File: src/rtl/csf_pkg.sv
package csf_pkg;

    localparam logic [3:0] CMD_STARTUP    = 4'd0;
    localparam logic [3:0] CMD_IDLE       = 4'd1;
    localparam logic [3:0] CMD_TRANSMIT   = 4'd2;
    localparam logic [3:0] CMD_RECEIVE    = 4'd3;
    localparam logic [3:0] CMD_TRANSCEIVE = 4'd4;
    localparam logic [3:0] CMD_KEY_LOAD   = 4'd5;
    localparam logic [3:0] CMD_AUTH_STEP1 = 4'd6;
    localparam logic [3:0] CMD_CFG_LOAD   = 4'd7;
    localparam logic [3:0] CMD_CHECKSUM   = 4'd8;

    typedef enum logic [1:0] {
        FS_EMPTY   = 2'd0,
        FS_PARTIAL = 2'd1,
        FS_FULL    = 2'd2
    } fill_state_e;

    typedef struct packed {
        logic wr_ok;
        logic rd_ok;
    } host_perm_t;

    // Host access rights for each command code
    function automatic host_perm_t decode_perm(input logic [3:0] code);
        host_perm_t p;
        p = '{wr_ok: 1'b0, rd_ok: 1'b0};
        case (code)
            CMD_TRANSMIT:   p = '{wr_ok: 1'b1, rd_ok: 1'b0};
            CMD_RECEIVE:    p = '{wr_ok: 1'b0, rd_ok: 1'b1};
            CMD_TRANSCEIVE: p = '{wr_ok: 1'b1, rd_ok: 1'b1};
            CMD_KEY_LOAD,
            CMD_AUTH_STEP1,
            CMD_CFG_LOAD,
            CMD_CHECKSUM:   p = '{wr_ok: 1'b1, rd_ok: 1'b0};
            default:        p = '{wr_ok: 1'b0, rd_ok: 1'b0};
        endcase
        return p;
    endfunction

endpackage

File: src/rtl/csf_access_gate.sv
module csf_access_gate #(
    parameter int DATA_W = 8
) (
    input  logic [3:0]        cmd,
    input  logic              host_wr,
    input  logic [DATA_W-1:0] host_wdata,
    input  logic              host_rd,
    input  logic              eng_wr,
    input  logic [DATA_W-1:0] eng_wdata,
    input  logic              eng_rd,
    output logic              push_req,
    output logic [DATA_W-1:0] push_data,
    output logic              pop_req,
    output logic              pop_host,
    output logic              pop_eng
);
    import csf_pkg::*;

    host_perm_t perm;
    logic       host_wr_ok;
    logic       host_rd_ok;

    always_comb begin
        perm       = decode_perm(cmd);
        host_wr_ok = host_wr && perm.wr_ok;
        host_rd_ok = host_rd && perm.rd_ok;
        // engine port wins on both directions
        push_req   = eng_wr || host_wr_ok;
        push_data  = eng_wr ? eng_wdata : host_wdata;
        pop_eng    = eng_rd;
        pop_host   = host_rd_ok && !eng_rd;
        pop_req    = eng_rd || host_rd_ok;
    end

endmodule

File: src/rtl/csf_store.sv
module csf_store #(
    parameter int DEPTH  = 64,
    parameter int DATA_W = 8,
    localparam int PTR_W = $clog2(DEPTH)
) (
    input  logic              clk,
    input  logic              rst_n,
    input  logic              flush,
    input  logic              push_en,
    input  logic [DATA_W-1:0] push_data,
    input  logic              pop_en,
    output logic [DATA_W-1:0] head_data
);
    logic [PTR_W-1:0]  wr_ptr;
    logic [PTR_W-1:0]  rd_ptr;
    logic [DATA_W-1:0] cells [DEPTH];

    always_ff @(posedge clk or negedge rst_n) begin
        if (!rst_n) begin
            wr_ptr <= '0;
            rd_ptr <= '0;
        end else if (flush) begin
            wr_ptr <= '0;
            rd_ptr <= '0;
        end else begin
            if (push_en) wr_ptr <= wr_ptr + PTR_W'(1);
            if (pop_en)  rd_ptr <= rd_ptr + PTR_W'(1);
        end
    end

    for (genvar g = 0; g < DEPTH; g++) begin : g_cell
        always_ff @(posedge clk) begin
            if (push_en && !flush && wr_ptr == PTR_W'(g)) begin
                cells[g] <= push_data;
            end
        end
    end

    assign head_data = cells[rd_ptr];

endmodule

File: src/rtl/csf_ctrl.sv
module csf_ctrl #(
    parameter int DEPTH = 64,
    localparam int PTR_W = $clog2(DEPTH),
    localparam int LEN_W = PTR_W + 1
) (
    input  logic             clk,
    input  logic             rst_n,
    input  logic             flush,
    input  logic             push_req,
    input  logic             pop_req,
    input  logic [PTR_W-1:0] water_level,
    output logic             push_en,
    output logic             pop_en,
    output logic             is_empty,
    output logic [LEN_W-1:0] fill_len,
    output logic             hi_alert,
    output logic             lo_alert,
    output logic             ovfl
);
    import csf_pkg::*;

    localparam logic [LEN_W-1:0] FULL_LEN = LEN_W'(DEPTH);
    localparam logic [LEN_W-1:0] NEAR_FULL = LEN_W'(DEPTH - 1);

    fill_state_e      state;
    fill_state_e      state_next;
    logic [LEN_W-1:0] len_next;
    logic [LEN_W-1:0] level_ext;

    always_comb begin
        push_en   = push_req && !flush && (state != FS_FULL);
        pop_en    = pop_req  && !flush && (state != FS_EMPTY);
        is_empty  = (state == FS_EMPTY);
        level_ext = {1'b0, water_level};
        if (flush) begin
            len_next = '0;
        end else begin
            len_next = fill_len + LEN_W'(push_en) - LEN_W'(pop_en);
        end
    end

    // next-state logic with named transitions
    always_comb begin
        state_next = state;
        unique case (state)
            FS_EMPTY: begin
                if (flush)        state_next = FS_EMPTY;
                else if (push_en) state_next = FS_PARTIAL;      // first push
            end
            FS_PARTIAL: begin
                if (flush) begin
                    state_next = FS_EMPTY;
                end else if (push_en && !pop_en && fill_len == NEAR_FULL) begin
                    state_next = FS_FULL;                        // filling push
                end else if (pop_en && !push_en && fill_len == LEN_W'(1)) begin
                    state_next = FS_EMPTY;                       // last pop
                end
            end
            FS_FULL: begin
                if (flush)       state_next = FS_EMPTY;
                else if (pop_en) state_next = FS_PARTIAL;       // draining pop
            end
            default: state_next = FS_EMPTY;
        endcase
    end

    // state register
    always_ff @(posedge clk or negedge rst_n) begin
        if (!rst_n) begin
            state    <= FS_EMPTY;
            fill_len <= '0;
        end else begin
            state    <= state_next;
            fill_len <= len_next;
        end
    end

    // registered status outputs
    always_ff @(posedge clk or negedge rst_n) begin
        if (!rst_n) begin
            hi_alert <= 1'b0;
            lo_alert <= 1'b1;
            ovfl     <= 1'b0;
        end else begin
            hi_alert <= (FULL_LEN - len_next) <= level_ext;
            lo_alert <= len_next <= level_ext;
            if (flush) begin
                ovfl <= 1'b0;
            end else if (push_req && state == FS_FULL) begin
                ovfl <= 1'b1;
            end
        end
    end

endmodule

File: src/rtl/cmd_shared_fifo.sv
module cmd_shared_fifo #(
    parameter int DEPTH  = 64,
    parameter int DATA_W = 8,
    localparam int PTR_W = $clog2(DEPTH),
    localparam int LEN_W = PTR_W + 1
) (
    input  logic              clk,
    input  logic              rst_n,
    input  logic [3:0]        cmd,
    input  logic              host_wr,
    input  logic [DATA_W-1:0] host_wdata,
    input  logic              host_rd,
    output logic [DATA_W-1:0] host_rdata,
    input  logic              eng_wr,
    input  logic [DATA_W-1:0] eng_wdata,
    input  logic              eng_rd,
    output logic [DATA_W-1:0] eng_rdata,
    input  logic              flush,
    input  logic [PTR_W-1:0]  water_level,
    input  logic              lo_irq_en,
    input  logic              hi_irq_en,
    output logic [LEN_W-1:0]  fill_len,
    output logic              hi_alert,
    output logic              lo_alert,
    output logic              ovfl,
    output logic              irq
);
    logic              push_req;
    logic [DATA_W-1:0] push_data;
    logic              pop_req;
    logic              pop_host;
    logic              pop_eng;
    logic              push_en;
    logic              pop_en;
    logic              is_empty;
    logic [DATA_W-1:0] head_data;
    logic [DATA_W-1:0] read_byte;

    csf_access_gate #(.DATA_W(DATA_W)) u_gate (
        .cmd        (cmd),
        .host_wr    (host_wr),
        .host_wdata (host_wdata),
        .host_rd    (host_rd),
        .eng_wr     (eng_wr),
        .eng_wdata  (eng_wdata),
        .eng_rd     (eng_rd),
        .push_req   (push_req),
        .push_data  (push_data),
        .pop_req    (pop_req),
        .pop_host   (pop_host),
        .pop_eng    (pop_eng)
    );

    csf_ctrl #(.DEPTH(DEPTH)) u_ctrl (
        .clk         (clk),
        .rst_n       (rst_n),
        .flush       (flush),
        .push_req    (push_req),
        .pop_req     (pop_req),
        .water_level (water_level),
        .push_en     (push_en),
        .pop_en      (pop_en),
        .is_empty    (is_empty),
        .fill_len    (fill_len),
        .hi_alert    (hi_alert),
        .lo_alert    (lo_alert),
        .ovfl        (ovfl)
    );

    csf_store #(.DEPTH(DEPTH), .DATA_W(DATA_W)) u_store (
        .clk       (clk),
        .rst_n     (rst_n),
        .flush     (flush),
        .push_en   (push_en),
        .push_data (push_data),
        .pop_en    (pop_en),
        .head_data (head_data)
    );

    // an empty read yields zero
    assign read_byte = is_empty ? '0 : head_data;

    always_ff @(posedge clk or negedge rst_n) begin
        if (!rst_n) begin
            host_rdata <= '0;
            eng_rdata  <= '0;
        end else if (!flush) begin
            if (pop_host) host_rdata <= read_byte;
            if (pop_eng)  eng_rdata  <= read_byte;
        end
    end

    assign irq = (lo_irq_en && lo_alert) || (hi_irq_en && hi_alert);

endmodule

File: config.mk
export PLATFORM = sky130hd
export DESIGN_NAME = cmd_shared_fifo
export DESIGN_NICKNAME = d
export VERILOG_FILES = /design/src/rtl/csf_pkg.sv /design/src/rtl/csf_access_gate.sv /design/src/rtl/csf_store.sv /design/src/rtl/csf_ctrl.sv /design/src/rtl/cmd_shared_fifo.sv
export SDC_FILE = /design/constraint.sdc
export NUM_CORES = 1
export LEC_CHECK = 0
export BUFFER_PORTS_ARGS = -buffer_cell sky130_fd_sc_hd__buf_2
export CAP_MARGIN = 20
export CORE_ASPECT_RATIO = 0.7
export CORE_UTILIZATION = 27
export DETAILED_ROUTE_END_ITERATION = 6
export PLACE_DENSITY = 0.45
export SLEW_MARGIN = 25
export SYNTH_ARGS = -nofsm -noshare
export SYNTH_HDL_FRONTEND = slang
export SYNTH_SLANG_ARGS = --single-unit
File: constraint.sdc
create_clock -name clk -period 4.2 [get_ports clk]
set_input_delay 0.84 -clock clk [delete_from_list [all_inputs] [get_ports clk]]
set_output_delay 0.84 -clock clk [all_outputs]
set_load 0.01 [all_outputs]
# [Yosys cells after proc, flatten, opt, wreduce, memory -nomap -nowiden]
# Memory sizes are Yosys's and may differ from the RTL's.
# Cells that the tools add are included.
[totals] ramBits=512 in_bits=35 elab_cells=590 romBits=0 ff_bits=40 mem_count=1 latchBits=0
[mem_list] memory="u_store.cells" words=64 word_bits=8 read_ports=1 rd_clocked_by_memory_dff=0 wr=1 line_no="csf_store.sv:16" text="logic [DATA_W-1:0] cells [DEPTH];"
[op_classes] n_reduce_logical=159 div=0 bitwise_logic=1 shift=0 eq_ne=78 mux=335 multipliers=0 magnitude_cmp=2 n_addsub=5
[op_table] cell="2-to-1 mux 8 bit" n=65
[op_table] cell="OR reduction 8 bit" n=63
[op_table] cell="2-to-1 mux 6 bit" n=67
[op_table] cell="2-to-1 mux 1 bit" n=193
[op_table] cell="== test 6 bit, second input constant" n=32
[op_table] cell="== test 6 x 5 -> 1 bit, second input constant" n=16
[op_table] cell="logical AND 1 bit" n=79
[op_table] cell="== test 6 x 4 -> 1 bit, second input constant" n=8
[op_table] cell="== test 6 x 3 -> 1 bit, second input constant" n=4
[op_table] cell="== test 4 x 3 -> 1 bit, second input constant" n=4
[op_table] cell="<= comparator 7 x 6 -> 1 bit" n=2
[op_table] cell="2-to-1 mux 2 bit" n=7
[op_table] cell="adder 6 x 1 -> 6 bit, second input constant" n=2
[op_table] cell="== test 6 x 2 -> 1 bit, second input constant" n=2
[op_table] cell="case mux 2 bit (3 select lines)" n=2
[op_table] cell="== test 4 x 2 -> 1 bit, second input constant" n=2
[op_table] cell="nonzero test 2 bit" n=4
[op_table] cell="adder 7 x 1 -> 7 bit" n=1
[op_table] cell="== test 7 x 1 -> 1 bit, second input constant" n=1
[op_table] cell="== test 7 x 6 -> 1 bit, second input constant" n=1
[op_table] cell="2-to-1 mux 7 bit" n=1
[op_table] cell="subtractor 7 x 1 -> 7 bit" n=1
[op_table] cell="subtractor 7 bit, first input constant" n=1
[op_table] cell="== test 6 x 1 -> 1 bit, second input constant" n=1
[op_table] cell="14 further kinds" n=21

# [Depth between registers and ports, before layout]
[depth] word_depth=75 ltp_mapped=20 depth_no_buf=19

# [Hierarchy]
# A second synthesis with hierarchy kept.
[unflattened] hier_cells=1272 hier_area_um2=22735.6
[modules_own_cells] mod="csf_store" cells_per_inst=1073 area_per_inst_um2=20613.5 seq_area_each_um2=15675.0 n_inst=1
[modules_own_cells] mod="csf_ctrl" cells_per_inst=131 area_per_inst_um2=1196.1 seq_area_each_um2=301.5 n_inst=1
[modules_own_cells] mod="cmd_shared_fifo" cells_per_inst=45 area_per_inst_um2=744.5 seq_area_each_um2=400.4 n_inst=1
[modules_own_cells] mod="csf_access_gate" cells_per_inst=23 area_per_inst_um2=181.4 seq_area_each_um2=0.0 n_inst=1

# [Worst setup path after synthesis]
# No wires, ideal clock.
[synth_path] path_kind="input to register" start="input cmd[2]" end="register u_ctrl.hi_alert" path_stages=17 slack_ns=0.057 t_required_ns=4.123 setup_time_ns=0.077 path_buffers=0 arrival_ns=4.066 cell_sequence="nor4b_1 > o21ai_0 > a211oi_1 > nand2b_1 > nand2_1 > ha_1 > fa_1 > xnor2_1 > nor2_1 > or3_1 > nor3_1 > xnor2_1 > ha_1 > and3_1 > o21ai_0 > nand2_1 > a21oi_1"
[synth_between] elab_chain_cells=12 word_cells_on_any_way=22 classes_between="add/sub (3); order compare (1); eq/ne (7); mux (2); reduce/logical (9)"
[synth_rtl] element="start: declaration" line_no="cmd_shared_fifo.sv:9" text="input logic [3:0] cmd,"
[synth_rtl] element="== test 4 x 2 -> 1 bit (tied with other cells)" line_no="csf_pkg.sv:28" text="case (code)"
[synth_rtl] element="OR reduction 5 bit (no line)"
[synth_rtl] element="case mux 2 bit (3 select lines) (*)" line_no="csf_pkg.sv:28"
[synth_rtl] element="logical AND 1 bit" line_no="csf_access_gate.sv:25" text="host_wr_ok = host_wr && perm.wr_ok;"
[synth_rtl] element="logical OR 1 bit" line_no="csf_access_gate.sv:28" text="push_req = eng_wr || host_wr_ok;"
[synth_rtl] element="logical AND 1 bit (2 in series)" line_no="csf_ctrl.sv:31" text="push_en = push_req && !flush && (state != FS_FULL);"
[synth_rtl] element="adder 7 x 1 -> 7 bit" line_no="csf_ctrl.sv:38" text="len_next = fill_len + LEN_W'(push_en) - LEN_W'(pop_en);"
[synth_rtl] element="subtractor 7 x 1 -> 7 bit (*)" line_no="csf_ctrl.sv:38"
[synth_rtl] element="2-to-1 mux 7 bit (*)" line_no="csf_ctrl.sv:35" text="if (flush) begin"
[synth_rtl] element="via u_ctrl.len_next[2]" line_no="csf_ctrl.sv:27" text="logic [LEN_W-1:0] len_next;"
[synth_rtl] element="subtractor 7 bit (*)" line_no="csf_ctrl.sv:85" text="hi_alert <= (FULL_LEN - len_next) <= level_ext;"
[synth_rtl] element="<= comparator 7 x 6 -> 1 bit (*)" line_no="csf_ctrl.sv:85"
[synth_rtl] element="end signal: assignment" line_no="csf_ctrl.sv:85"
[synth_rtl] element="end: declaration" line_no="csf_ctrl.sv:16" text="output logic hi_alert,"
# The timed path passes the listed nets; every way through them passes the cells marked *.
# A chain may end at the register's enable or synchronous reset.

# [Final worst setup path]
[layout_path] start="input cmd[0]" end="register u_ctrl.hi_alert"
# The elaborated chain is that of the path after synthesis.

==> impl_metrics.yaml <==
outcome:
  status: "complete, no violations"
clock_tree:
  path_clk_slew_ps: 60
  cts_setup_buffers: 0
  clockBufferDepth: 3
  clockRootBuffer: "clkbuf_16"
  cts_buffers: 54
  clock-sinks: 552
  holdBufCountCts: 0
  clock_latency_ps: 630
  h-tree-depth: 2
  tritoncts: "done"
  ctsResizeCount: 0
timing:
  slew_violations: 0
  hold_viol: 0
  clock.fmax_mhz: 270
  fin_worst_skew_ps: 20.0
  worst_pin_slew_ps: 981
  final_min_period_over_clock_period_pct: 88.1
  min_period_ps: 3700
  setup_viol: 0
  rsz0062_at_grt: "false"
  max_slew_margin_pct: 34.6
global_route:
  grt_use_total_pct: 14.6
  overflow: 0
  antenna_found_initial: 7
  grt_max_degree: 65
  grt_pass1_wl_mm: 89.9
  grt_pass1_vias: 12527
power:
  leakage_uw: 0.00865
  pwr_density_cell_nw_per_um2: 474
  finalPower_uw: 12600
  irDropWorstVdd_v: 0.000284
  p_sw_uw: 3090
  sequentialPowerShare_pct: 49.7
  p_int_uw: 9460
  clkPwrFrac_pct: 38.3
  p_comb_share_pct: 12.0
  swShare_pct: 24.6
logic_synthesis:
  yosys_register_bits: 552
  yosysSeqAreaShare_pct: 72.8
  synth.distinct_cells: 59
  synth_edf_count: 512
  synthCells: 1251
  synth_area_per_cell_um2: 18.0
  ys.flop_type: "edfxtp_1"
  yosysWarningCount: 0
  synth_area_um2: 22500
  synthArstFlopShare_pct: 7.25
  synthesis.nets: 1314
worst_setup_path:
  cp-start-kind: "primary input"
  end_kind: "flop"
  required_ps: 4740
  setup.worst_path.class: "primary input to flop"
  cp_slowest_stage_delay_ps: 420
  slowest_stage: "fa_1"
  critical_path_arrival_ps: 4240
  crit_chain: "buf_2 > nand2b_1 > a21oi_1 > o21ai_0 > a211oi_1 > nand2b_1 > nand2_1 > ha_1 > fa_1 > xnor2_1 > nor2_1 > or3_1 > nor3_1 > xnor2_1 > ha_1 > and3_1 > o21ai_0 > nand2_1 > a21oi_1"
  critPathBufInv: 1
  crit_family: "simple AND/OR/NAND/NOR gates"
  critPathMaxFanout: 3
final_layout:
  seqCellArea_um2: 16400
  multi_input_area_um2: 5680
  fillerInstances: 7958
  drive_gt1_share_pct: 27.2
  final_common_cell: "edfxtp_1"
  final_util_pct: 32.1
  final_cell_mix: "edfxtp_1 (512), buf_4 (120), mux4_2 (108)"
  fin_nets: 1488
  area_growth_pct: 17.9
drt:
  routed_via_density: 4.83
  met1_length_mm: 30.1
  drc: 0
  wl_per_cell_um: 24.2
  wl_met3_mm: 4.51
  top_layer_used: "met5"
  postRouteAntennaNets: 0
  wirelength_mm: 61.7
  first_pass_iters: 5
  drt_iter0_drc: 1070
  via_count: 12318
  wl_met2_mm: 26.1
floorplanning:
  start_util_pct: 27.3
  rows: 88
  die-height_um: 243
  ios: 62
  die_area_um2: 84500
  die_w_um: 347
  core-area_um2: 82500
placed_design:
  globalplace.congestion: 0.851
  port_buffers: 61
  dpl.hpwl_mm: 41.7
hold_path:
  worstHoldPathType: "primary input to asynchronous set/reset pin"
job:
  cap_violations: 0
[stage by stage]
stage,std cells,hold WS (ps),TNS (ps),setup WS (ps),area [µm²]
6_report,2549,194,0,501,26500
5_1_grt,2548,212,0,186,26500
3_3_place_gp,2449,466,-216,-160,24800
4_1_cts,2548,369,0,512,26500
2_1_floorplan,1251,516,0,57.0,22500
3_5_place_dp,2449,477,-231,-146,24800
[Yosys cell counts (3+ instances only)]
cell,count,area [µm²]
o22ai_1,22,138
a311oi_1,3,26.3
buf_1,3,11.3
o31ai_1,9,67.6
ha_1,27,338
nor2_1,87,327
buf_6,9,101
nor3b_1,3,22.5
nand3_1,16,80.1
nor2b_1,15,93.8
nand2b_1,5,31.3
nor4_1,4,25.0
a21oi_1,21,105
a211oi_1,8,60.1
buf_2,11,55.1
and3_1,3,18.8
o22a_1,6,52.6
xnor2_1,9,78.8
a31oi_1,6,37.5
a22oi_1,7,52.6
a22o_1,7,61.3
nand4_1,7,43.8
dfrtp_1,39,976
a2111oi_0,8,70.1
a21o_1,4,30.0
buf_4,7,52.6
xor2_1,6,52.6
a32oi_1,4,35.0
nor3_1,7,35.0
mux2i_1,28,280
or3_1,6,37.5
clkbuf_1,35,131
o21ai_0,22,110
and2_1,3,18.8
nand2_1,87,327
mux2_2,22,248
edfxtp_1,512,15400
inv_1,22,82.6
o211ai_1,11,82.6
o2111ai_1,3,26.3
mux4_2,108,2430
o21a_1,5,37.5
[path summary, 6_finish.rpt]
check / startpoint / slack, ps / depth (start not counted) / to
max in group asynchronous: rst_n / 3570 / 1 / u_store.rd_ptr[1]$_DFFE_PN0P_
setup reg to reg: u_ctrl.state[1]$_DFFE_PN0P_ / 540 / 17 / u_ctrl.hi_alert$_DFF_PN0_
hold reg to reg: host_rdata[2]$_DFFE_PN0P_ / 490 / 2 / host_rdata[2]$_DFFE_PN0P_
hold / removal: rst_n / 190 / 1 / eng_rdata[1]$_DFFE_PN0P_
min in group clk: host_rdata[2]$_DFFE_PN0P_ / 490 / 2 / host_rdata[2]$_DFFE_PN0P_
setup / recovery: cmd[0] / 500 / 19 / u_ctrl.hi_alert$_DFF_PN0_
[area by class of cell]
cell class	count	area share, %
Inverter	23	0.326
Tap cell	1080	5.10
Clock buffer	75	5.94
Clock inverter	24	0.609
Antenna cell	1	0.00944
Timing Repair Buffer	183	4.76
Sequential cell	552	61.8
Multi-Input combinational cell	611	21.4
[sequential cells by signal (all words and copies together), names as in the netlist]
signal,count
u_store.rd_ptr,6
u_ctrl.state,2
u_ctrl.fill_len,7
u_store.wr_ptr,6
u_store.cells,512
u_ctrl.hi_alert,1
eng_rdata,8
u_ctrl.lo_alert,1
u_ctrl.ovfl,1
host_rdata,8
[worst register-to-register path, delay by kind of cell, from the launching register on]
kind | cells | cell delay, ps
AO/OA/AOI/OAI | 3 | 320
XOR/XNOR | 2 | 340
adder cells (fa/ha/maj) | 3 | 890
buffers and inverters | 1 | 200
flip-flops | 1 | 430
AND/OR/NAND/NOR | 8 | 1410
[metal layers]
layer  vias up  track usage [%]
met1      6534             22.1
met2       343             20.7
li1       5352                -
met3        83             3.94
met5         -                0
met4         6             3.34
[power groups by stage]
stage	Sequential [µW]	Clock [µW]	Combinational (µW)
6_report	6240	4800	1510
5_1_grt	6250	5120	1670
4_1_cts	6240	4930	1530
3_5_place_dp	6360	0	1520
3_3_place_gp	6360	0	1500
2_1_floorplan	6310	0	966
[cell families (layout without fill, tap and decap cells)]
kind of cell	count (synthesis)	in the layout	synth area share [%]
AOI/OAI and AO/OA	156	156	4.77
muxes	158	158	13.2
buffers and inverters	88	305	1.95
xor gates and xnor gates	15	15	0.584
other	0	1	0
adders and majority gates	28	28	1.59
and+or+nand+nor	254	254	5.12
DFF	552	552	72.8
No activity file was read; power rests on OpenSTA's default activity.
